==> config.mk <==
export PLATFORM = sky130hd
export DESIGN_NAME = gsp_port
export DESIGN_NICKNAME = d
export VERILOG_FILES = /design/src/rtl/gsp_pkg.sv /design/src/rtl/gsp_regs.sv /design/src/rtl/gsp_pinmux.sv /design/src/rtl/gsp_readback.sv /design/src/rtl/gsp_port.sv
export SDC_FILE = /design/constraint.sdc
export NUM_CORES = 1
export LEC_CHECK = 0
export BUFFER_PORTS_ARGS = -buffer_cell sky130_fd_sc_hd__clkbuf_2
export CORE_ASPECT_RATIO = 1.2
export CORE_MARGIN = 5
export CORE_UTILIZATION = 37
export DETAILED_ROUTE_END_ITERATION = 12
export PLACE_DENSITY = 0.74
export SLEW_MARGIN = 40
export SYNTH_ARGS = -nofsm -noshare
export SYNTH_HDL_FRONTEND = slang
export SYNTH_HIERARCHICAL = 1
export SYNTH_SLANG_ARGS = --single-unit
==> constraint.sdc <==
create_clock -name clk -period 0.8 [get_ports clk]
set_input_delay 0.2 -clock clk [delete_from_list [all_inputs] [get_ports clk]]
set_output_delay 0.2 -clock clk [all_outputs]
set_load 0.01 [all_outputs]
==> src/rtl/gsp_pkg.sv <==
package gsp_pkg;
    localparam int unsigned GSP_DEF_WIDTH = 8;

    typedef enum logic {
        SEL_DATA = 1'b0,
        SEL_DIR  = 1'b1
    } reg_sel_e;
endpackage

==> src/rtl/gsp_regs.sv <==
module gsp_regs #(
    parameter int unsigned WIDTH = gsp_pkg::GSP_DEF_WIDTH
) (
    input  logic             clk,
    input  logic             rst_n,
    input  logic             reg_wr,
    input  logic             reg_sel,
    input  logic [WIDTH-1:0] wr_data,
    input  logic [WIDTH-1:0] pad_in,
    output logic [WIDTH-1:0] dir_o,
    output logic [WIDTH-1:0] latch_o,
    output logic [WIDTH-1:0] sample_o
);
    localparam logic [WIDTH-1:0] ALL_INPUT = '0;

    typedef struct packed {
        logic [WIDTH-1:0] dir;
        logic [WIDTH-1:0] sample;
    } ctl_t;

    ctl_t             ctl_d, ctl_q;
    logic [WIDTH-1:0] latch_d, latch_q;
    gsp_pkg::reg_sel_e sel;

    assign sel = gsp_pkg::reg_sel_e'(reg_sel);

    always_comb begin
        ctl_d        = ctl_q;
        latch_d      = latch_q;
        ctl_d.sample = pad_in;
        if (reg_wr) begin
            if (sel == gsp_pkg::SEL_DIR) ctl_d.dir = wr_data;
            else                         latch_d   = wr_data;
        end
    end

    // direction and sample flop are reset; the latch deliberately is not
    always_ff @(posedge clk or negedge rst_n) begin
        if (!rst_n) begin
            ctl_q.dir    <= ALL_INPUT;
            ctl_q.sample <= '0;
        end else begin
            ctl_q <= ctl_d;
        end
    end

    always_ff @(posedge clk) begin
        latch_q <= latch_d;
    end

    assign dir_o    = ctl_q.dir;
    assign latch_o  = latch_q;
    assign sample_o = ctl_q.sample;

    always @(posedge clk) begin
        if (!rst_n) assert_dir_cleared_R7: assert (ctl_q.dir == ALL_INPUT);
    end

    assert_latch_write_R3: assert property (@(posedge clk) disable iff (!rst_n)
        (reg_wr && !reg_sel) |=> (latch_q == $past(wr_data)));

    assert_dir_write_R9: assert property (@(posedge clk) disable iff (!rst_n)
        (reg_wr && reg_sel) |=> (ctl_q.dir == $past(wr_data)));

    assert_sample_stage_R4: assert property (@(posedge clk) disable iff (!rst_n)
        1'b1 |=> (ctl_q.sample == $past(pad_in)));
endmodule

==> src/rtl/gsp_pinmux.sv <==
module gsp_pinmux #(
    parameter int unsigned WIDTH = gsp_pkg::GSP_DEF_WIDTH
) (
    input  logic [WIDTH-1:0] dir,
    input  logic [WIDTH-1:0] latch,
    input  logic [WIDTH-1:0] per_oe,
    input  logic [WIDTH-1:0] per_out,
    output logic [WIDTH-1:0] pad_out,
    output logic [WIDTH-1:0] pad_oe
);
    for (genvar i = 0; i < WIDTH; i++) begin : g_pin
        // peripheral claim wins; an undriven pin outputs a clean 0
        assign pad_oe[i]  = per_oe[i] | dir[i];
        assign pad_out[i] = per_oe[i] ? per_out[i]
                          : (dir[i] ? latch[i] : 1'b0);
    end
endmodule

==> src/rtl/gsp_readback.sv <==
module gsp_readback #(
    parameter int unsigned WIDTH = gsp_pkg::GSP_DEF_WIDTH
) (
    input  logic             reg_rd,
    input  logic             reg_sel,
    input  logic [WIDTH-1:0] dir,
    input  logic [WIDTH-1:0] sample,
    output logic [WIDTH-1:0] rd_data
);
    always_comb begin
        rd_data = '0;
        if (reg_rd) begin
            if (gsp_pkg::reg_sel_e'(reg_sel) == gsp_pkg::SEL_DIR) rd_data = dir;
            else                                                  rd_data = sample;
        end
    end
endmodule

==> src/rtl/gsp_port.sv <==
module gsp_port #(
    parameter int unsigned WIDTH = gsp_pkg::GSP_DEF_WIDTH
) (
    input  logic             clk,
    input  logic             rst_n,
    input  logic             reg_wr,
    input  logic             reg_rd,
    input  logic             reg_sel,
    input  logic [WIDTH-1:0] wr_data,
    output logic [WIDTH-1:0] rd_data,
    output logic [WIDTH-1:0] pad_out,
    output logic [WIDTH-1:0] pad_oe,
    input  logic [WIDTH-1:0] pad_in,
    input  logic [WIDTH-1:0] per_oe,
    input  logic [WIDTH-1:0] per_out,
    output logic [WIDTH-1:0] per_in
);
    logic [WIDTH-1:0] dir_q, latch_q, sample_q;

    gsp_regs #(.WIDTH(WIDTH)) u_regs (
        .clk(clk), .rst_n(rst_n), .reg_wr(reg_wr), .reg_sel(reg_sel),
        .wr_data(wr_data), .pad_in(pad_in),
        .dir_o(dir_q), .latch_o(latch_q), .sample_o(sample_q)
    );

    gsp_pinmux #(.WIDTH(WIDTH)) u_pinmux (
        .dir(dir_q), .latch(latch_q), .per_oe(per_oe), .per_out(per_out),
        .pad_out(pad_out), .pad_oe(pad_oe)
    );

    gsp_readback #(.WIDTH(WIDTH)) u_readback (
        .reg_rd(reg_rd), .reg_sel(reg_sel), .dir(dir_q), .sample(sample_q),
        .rd_data(rd_data)
    );

    // the input tap follows the pad with no storage
    assign per_in = pad_in;

    assert_quiet_pad_R2: assert property (@(posedge clk) disable iff (!rst_n)
        ((~dir_q & ~per_oe & (pad_out | pad_oe)) == '0));

    assert_per_claim_R5: assert property (@(posedge clk) disable iff (!rst_n)
        ((per_oe & ~pad_oe) == '0));

    assert_port_drive_R1: assert property (@(posedge clk) disable iff (!rst_n)
        ((dir_q & ~per_oe & (pad_out ^ latch_q)) == '0));
endmodule

Word level (Yosys, flattened, before mapping)
Index checks and enable logic that the tools add are counted.
Widths: inputs -> output; s select.
Storage, ports and cells
  logic and storage cells: 32
  output and inout port bits: 32
  flip-flop bits (word level): 24
  input port bits: 37
Operators by class
  multiplexer cells: 18
  bitwise operators: 9
  reduce and logical (&&, ||, !) cells: 2
Operators with widths (count)
  $mux 1: 16
  $mux 8: 2
  $or 1x1->1: 8
  $reduce_and 2->1: 2
  $not 1->1: 1

Depth between registers and ports, before layout
Gate-level depths: netlist of the first run.
  depth in word-level cells: 2
  gate-level depth with buffers: 3

By module
Netlist of the first run, hierarchy kept.
Modules (own cells, without submodules)
  gsp_regs: instances 1, cells an instance 34, area an instance 745.7 µm², seq. area each 640.6 µm²
  gsp_pinmux: instances 1, cells an instance 32, area an instance 150.1 µm², seq. area each 0.0 µm²
  gsp_readback: instances 1, cells an instance 17, area an instance 141.4 µm², seq. area each 0.0 µm²
  gsp_port: instances 1, cells an instance 8, area an instance 60.1 µm², seq. area each 0.0 µm²

Worst setup path after synthesis of the first run
Ideal clock, no wire load.
  path kind: register to output
  from: reg u_regs/dir_o[3] (netlist name)
  to: out pad_out[3]
  cell stages (with the launch flop): 3
  setup slack: -0.065 ns
  arrival: 0.665 ns
  path buffers: 0
  cells stage by stage: dfrtp_1 -> nand2_1 -> o21ai_0
Between the ends
  longest elaborated chain between the ends: 2
RTL lines
  $mux 1: RTL line gsp_pinmux.sv:15  | : (dir[i] ? latch[i] : 1'b0);
  $mux 1: RTL line gsp_pinmux.sv:14  | assign pad_out[i] = per_oe[i] ? per_out[i]
  end, declared: RTL line gsp_port.sv:11  | output logic [WIDTH-1:0] pad_out,
Every way passes these cells.

Worst setup path in the final report of the first run
  from: reg u_regs/dir_o[2] (netlist name)
  to: out rd_data[2]
Between the ends
  longest elaborated chain between the ends: 2
RTL lines
  $mux 8: RTL line gsp_readback.sv:13  | if (gsp_pkg::reg_sel_e'(reg_sel) == gsp_pkg::SEL_DIR) rd_data = dir;
  $mux 8: RTL line gsp_readback.sv:12  | if (reg_rd) begin
  end, declared: RTL line gsp_port.sv:10  | output logic [WIDTH-1:0] rd_data,
Every way passes these cells.

==> results of run 1 <==
==> layer usage <==
| layer | global-route usage (%) | vias to the layer above |
|---|---|---|
| met5 | 0 | - |
| met1 | 15.01 | 420 |
| met2 | 24.40 | 38 |
| met4 | 2.956 | 0 |
| li1 | - | 455 |
| met3 | 3.166 | 0 |
==> cells in the final DEF, fill, tap and decap left out <==
cell type      Yosys  final
dfrtp_1           16     16
nand2_1           16     16
clkbuf_2           0     54
buf_4              8      4
nand2_2            1      1
or2_1              8      8
bufinv_16          0      1
mux2i_1            8      8
clkbuf_4           0      3
buf_2              0     14
nor2b_1            8      8
mux2_2             8      1
buf_12             0      1
edfxtp_1           8      8
and2b_2            1      1
o21ai_1            0      8
dlygate4sd3_1      0      8
mux2_4             0      7
==> power breakdown <==
part | leakage, nW | internal, mW | switching (mW) | total, mW
clock network | 0.0279 | 0.506 | 0.372 | 0.878
logic | 0.547 | 0.370 | 0.295 | 0.665
registers | 0.262 | 1.38 | 0.0723 | 1.45
==> flip-flops by register name (all words and copies together) (netlist names) <==
register,count
u_regs/dir_o,8
u_regs/sample_o,8
u_regs/latch_o,8
==> kinds of logic (layout without fill, tap and decap cells) <==
group                  count (synthesis)  after routing
AOI/OAI and AO/OA                      8              8
buffers and inverters                  9             85
DFF                                   24             24
muxes                                 16             16
and+or+nand+nor                       34             34
==> worst paths after layout <==
| kind | from | endpoint | slack, ps | cells after the start |
|---|---|---|---|---|
| setup / recovery | u_regs/dir_o[2] | rd_data[2] | -500 | 3 |
| hold / removal | pad_in[4] | u_regs/sample_o[4] | 10 | 1 |
| setup reg to reg | u_regs/dir_o[0] | u_regs/dir_o[0] | -120 | 2 |
| hold reg to reg | u_regs/dir_o[4] | u_regs/dir_o[4] | 580 | 1 |
| max in group asynchronous | rst_n | u_regs/sample_o[4] | 170 | 2 |
| min in group asynchronous | rst_n | u_regs/dir_o[3] | 330 | 2 |
==> timing repair <==
item	CTS	global route
pin swaps	1	4
buffers inserted	0	2
hold buffers	7	1
endpoints found under the setup margin	28	32
hold endpoints to repair	22	1
gates resized for setup	3	18
==> layout make-up <==
| class | instances | area (µm²) | share of cell area (%) |
|---|---|---|---|
| timing repair buffer | 81 | 470.5 | 29.08 |
| clock buffer | 3 | 22.52 | 1.392 |
| sequential | 24 | 640.6 | 39.60 |
| multi-input combinational | 58 | 411.6 | 25.44 |
| tap | 34 | 42.54 | 2.630 |
| clock inverter | 1 | 30.03 | 1.856 |
==> impl_metrics.yaml, run 1 <==
logic_synthesis:
  ys_top_cells_by_count: "dfrtp_1 (16), nand2_1 (16)"
  synth-edff-count: 8
  synth_top_family_by_area: "simple AND/OR/NAND/NOR gates"
  synth-async-reset-ratio_pct: 66.67
  synth_top_area_share_pct: 36.49
  synth_cell_types: 12
  synthAdderAreaFrac_pct: 0
  synth_seq_cells: 24
  synth-xor-area-share_pct: 0
  synth_compound_area_share_pct: 3.649
  synthTopCellsByArea: "dfrtp_1 (36%), edfxtp_1 (22%), mux2_2 (8.2%), mux2i_1 (7.3%), buf_4 (5.5%)"
  synth_area_leader_cell: "dfrtp_1"
  synthSimpleGateAreaFrac_pct: 15.96
  yosys_warnings: 6
  yosysSeqAreaShare_pct: 58.38
  synth_ff_type: "dfrtp_1"
  syn_area_um2: 1097
  avgSynthCellArea_um2: 12.06
  synth_mux_area_share_pct: 15.51
  synthesis.nets: 128
  synthCells: 91
route:
  m1WireLength_um: 973
  dr.pass1.iters: 3
  vias: 913
  drc_errors: 0
  ant_nets: 0
  wl_per_cell_um: 13.14
  drt_iter0_markers: 18
  wl_met3_um: 234
  top_layer_used: "met3"
  wl_met2_um: 1434
  viasPerCell: 4.542
  wirelength_um: 2642
floorplanning:
  die_h_um: 69.66
  die_x_um: 59.72
  core_area_um2: 2811
  num_io_pins: 69
  rows: 21
  die_area_um2: 4159
  start_util_pct: 39.03
critical_path:
  worstPathArrival_ps: 1100
  critPathTopFamily: "flip-flops"
  path_buf_inv: 1
  end_kind: "output pin"
  cp_slowest_cell: "dfrtp_1"
  worstPathMaxFanout: 4
  crit_type: "reg -> out"
  required_ps: 600
  cpPeakStageDelay_ps: 440
  start_kind: "flip-flop"
  crit_chain: "mux2i_1 > nor2b_1 > buf_2"
run_status:
  status: "complete, but fails checks"
  violations: "setup timing"
layout:
  fin_nets: 205
  fin_area_um2: 1618
  drive_above_1_share_pct: 52.10
  fill_cells: 244
  synthToLayoutAreaGrowth_pct: 47.43
  fin_cells: 201
  insertedDiodeCount: 0
  final_util_pct: 57.54
timing:
  grt_setup_unrepaired: "true"
  max_slew_margin_pct: 72.05
  tns_ps: -11380
  hold_violations: 0
  fin_ws_ps: -500.9
  layout_worst_path_cycle_share_pct: 162.6
  setup-violations-final: 27
  slew_viol_final: 0
  timing.fmax_mhz: 768.7
  min_period_ps: 1301
  skew_ps: 0
  worst_pin_slew_ps: 419.2
  whs_ps: 11.11
pwr:
  total_power_mw: 2.996
  vdd.ir_drop.worst_uv: 1186
  power_density_nw_per_um2: 1852
  power.leakage_nw: 0.8376
global_routing:
  grt_overflow: 0
  grt_pass1_wl_um: 4409
  antenna_found_initial: 0
  grt_pass1_vias: 985
  grt_max_degree: 17
  gr-usage-all-layers_pct: 13.34
placed_design:
  portBuffers: 68
  place_ws_ps: -291.2
  place.gp.congestion: 0.7114
  place_hpwl_um: 2044
  place_inst: 187
  placed_area_um2: 1444
flow_run:
  cap_violations: 0
clocking:
  clock-sinks: 24
  clkTransAtPathRegs_ps: 140
  h-tree-depth: 1
  cts-root-buf: "clkbuf_4"
  clk_latency_ps: 310
  cts_inserted_buffers: 3
  cts_tree: "yes"
  clockBufferDepth: 2
min_path:
  hp-class: "in -> reg"
No activity file was read; power rests on OpenSTA's default activity.
==> inputs of run 2 (changes only) <==
--- a/config.mk
+++ b/config.mk
@@ -7,10 +7,10 @@
 export LEC_CHECK = 0
 export BUFFER_PORTS_ARGS = -buffer_cell sky130_fd_sc_hd__clkbuf_2
 export CORE_ASPECT_RATIO = 1.2
-export CORE_MARGIN = 5
-export CORE_UTILIZATION = 37
+export CORE_MARGIN = 8
+export CORE_UTILIZATION = 41
 export DETAILED_ROUTE_END_ITERATION = 12
-export PLACE_DENSITY = 0.74
+export PLACE_DENSITY = 0.77
 export SLEW_MARGIN = 40
 export SYNTH_ARGS = -nofsm -noshare
 export SYNTH_HDL_FRONTEND = slang
==> constraint.sdc (replaced) <==
create_clock -name clk -period 1.22 [get_ports clk]
set_input_delay 0.305 -clock clk [delete_from_list [all_inputs] [get_ports clk]]
set_output_delay 0.305 -clock clk [all_outputs]
set_load 0.01 [all_outputs]
==> run 2 against run 1 <==
Net effect: the flow still finishes with violations (setup timing); final area shrank 11%; sequential power shrank 35%; clock skew is the same; count of clock-buffer cells in the layout is the same; first-iteration DRC count shrank 28%; sequential share of layout area grew 4.8 points; non-clock buffer count shrank 12; cell count shrank 6.5%; global-route usage shrank 1.5 points; sequential cell count is the same; register-to-register slack gained 540 ps.
==> impl_metrics.yaml, run 2 (synthesis gave the netlist of run 1 again) <==
pwr:
  total_power_mw: 1.655
  pwr-share-clk_pct: 20.2
  power.leakage_nw: 0.7327
  power_density_nw_per_um2: 1146
  intPower_mw: 1.211
  swShare_pct: 26.85
  seq_power_share_pct: 57.3
  p_switching_mw: 0.4444
  vdd.ir_drop.worst_uv: 784.6
  comb_power_share_pct: 22.5
critical_path:
  reg2reg_from: "u_regs/dir_o[6]"
  end_kind: "output pin"
  crit_type: "reg -> out"
  rr_endpoint: "u_regs/dir_o[6]"
  worstPathMaxFanout: 4
  required_ps: 910
  worstPathArrival_ps: 1110
  regToRegSetupSlack_ps: 420
  r2r_cells: 1
  start_kind: "flip-flop"
clocking:
  h-tree-depth: 1
  clockBufferDepth: 2
  cts_tree: "yes"
  post-cts-setup-buffers: 0
  clkTransAtPathRegs_ps: 120
  clock-sinks: 24
  clk_latency_ps: 300
  cts_inserted_buffers: 3
  cts-root-buf: "clkbuf_4"
run_status:
  violations: "setup timing"
  status: "complete, but fails checks"
floorplanning:
  core_area_um2: 2552
  die_x_um: 63.23
  die_h_um: 72.67
  rows: 20
  start_util_pct: 42.99
  die_area_um2: 4595
  num_io_pins: 69
timing:
  slew_viol_final: 0
  setup-violations-final: 24
  timing.fmax_mhz: 708.6
  hold_violations: 0
  tns_ps: -3136
  max_slew_margin_pct: 73.02
  grt_setup_unrepaired: "true"
  worst_pin_slew_ps: 404.8
  min_period_ps: 1411
  layout_worst_path_cycle_share_pct: 115.7
  skew_ps: 0
  fin_ws_ps: -191.3
route:
  viasPerCell: 4.702
  wl_per_cell_um: 14.06
  ant_nets: 0
  dr.pass1.iters: 4
  drt_iter0_markers: 13
  drc_errors: 0
  top_layer_used: "met4"
  vias: 884
  wl_met3_um: 243
  wirelength_um: 2643
  wl_met2_um: 1258
  m1WireLength_um: 1124
layout:
  drive_above_1_share_pct: 52.26
  fin_nets: 193
  synthToLayoutAreaGrowth_pct: 31.58
  fin_area_um2: 1444
  final_common_cell: "clkbuf_2"
  fill_cells: 258
  final_util_pct: 56.57
  insertedDiodeCount: 0
  final_cell_mix: "clkbuf_2 (54), nand2_1 (16), dfrtp_1 (16)"
min_path:
  hold_end: "u_regs/sample_o[6]"
  holdPathStages: 1
  hp-class: "in -> reg"
  min_from: "pad_in[6]"
global_routing:
  gr-usage-all-layers_pct: 11.83
  grt_pass1_wl_um: 4353
  grt_overflow: 0
  antenna_found_initial: 0
  grt_max_degree: 17
  grt_pass1_vias: 973
placed_design:
  placed_area_um2: 1408
  place.gp.congestion: 0.6677
  portBuffers: 68
  place_hpwl_um: 2110
flow_run:
  cap_violations: 0
==> run 2: layout make-up <==
type                       count  area, µm²  area share, %
tap                           33      41.29          2.860
multi-input combinational     58      385.4          26.69
timing repair buffer          69      350.3          24.26
clock inverter                 1      3.754         0.2600
clock buffer                   3      22.52          1.560
sequential                    24      640.6          44.37
==> run 2: worst max-delay path, stage by stage (launching register included) <==
cell and delay (ps):
dfrtp_1 430, or2_1 240, buf_2 140
==> run 2: what timing repair did <==
| action | CTS | global route |
|---|---|---|
| resized for setup | 8 | 14 |
| pin swaps | 9 | 4 |
| endpoints found under the hold margin | 16 | 0 |
| endpoints found under the setup margin | 24 | 24 |
| hold buffers | 1 | 0 |
==> run 2: per-layer routing <==
metal  GRT usage, %  vias to the layer above
met2          18.81                       45
met1          13.94                      408
met4          5.211                        0
met5              0                        -
met3          4.455                        2
li1               -                      429
==> run 2: per-stage QoR <==
step	std cells	hold WS (ps)	worst slack [ps]
final	188	112.8	-191.3
after global routing	188	97.04	-269.5
after CTS	188	101.6	-197.8
after detailed placement	183	258.4	-119.9
after global placement	183	251.0	-90.02
after floorplan	91	9.409	184.9
==> run 2: how the worst max path moves through the flow <==
stage	startpoint	to	slack (ps)	depth (start not counted)
finish	u_regs/dir_o[6]	pad_oe[6]	-190	2
global route	u_regs/dir_o[2]	rd_data[2]	-270	3
CTS	u_regs/dir_o[2]	rd_data[2]	-200	3
detailed placement	reg_sel	rd_data[1]	-120	4
global placement	reg_sel	rd_data[0]	-90	4
floorplan	reg_sel	rd_data[3]	180	3
==> run 2: power groups by stage <==
stage          clock (mW)  combinational, mW  sequential, mW
3_3_place_gp            0              0.361           0.962
2_1_floorplan           0              0.206           0.953
5_1_grt             0.373              0.415           0.960
4_1_cts             0.353              0.381           0.949
6_report            0.335              0.373           0.948
3_5_place_dp            0              0.372           0.965
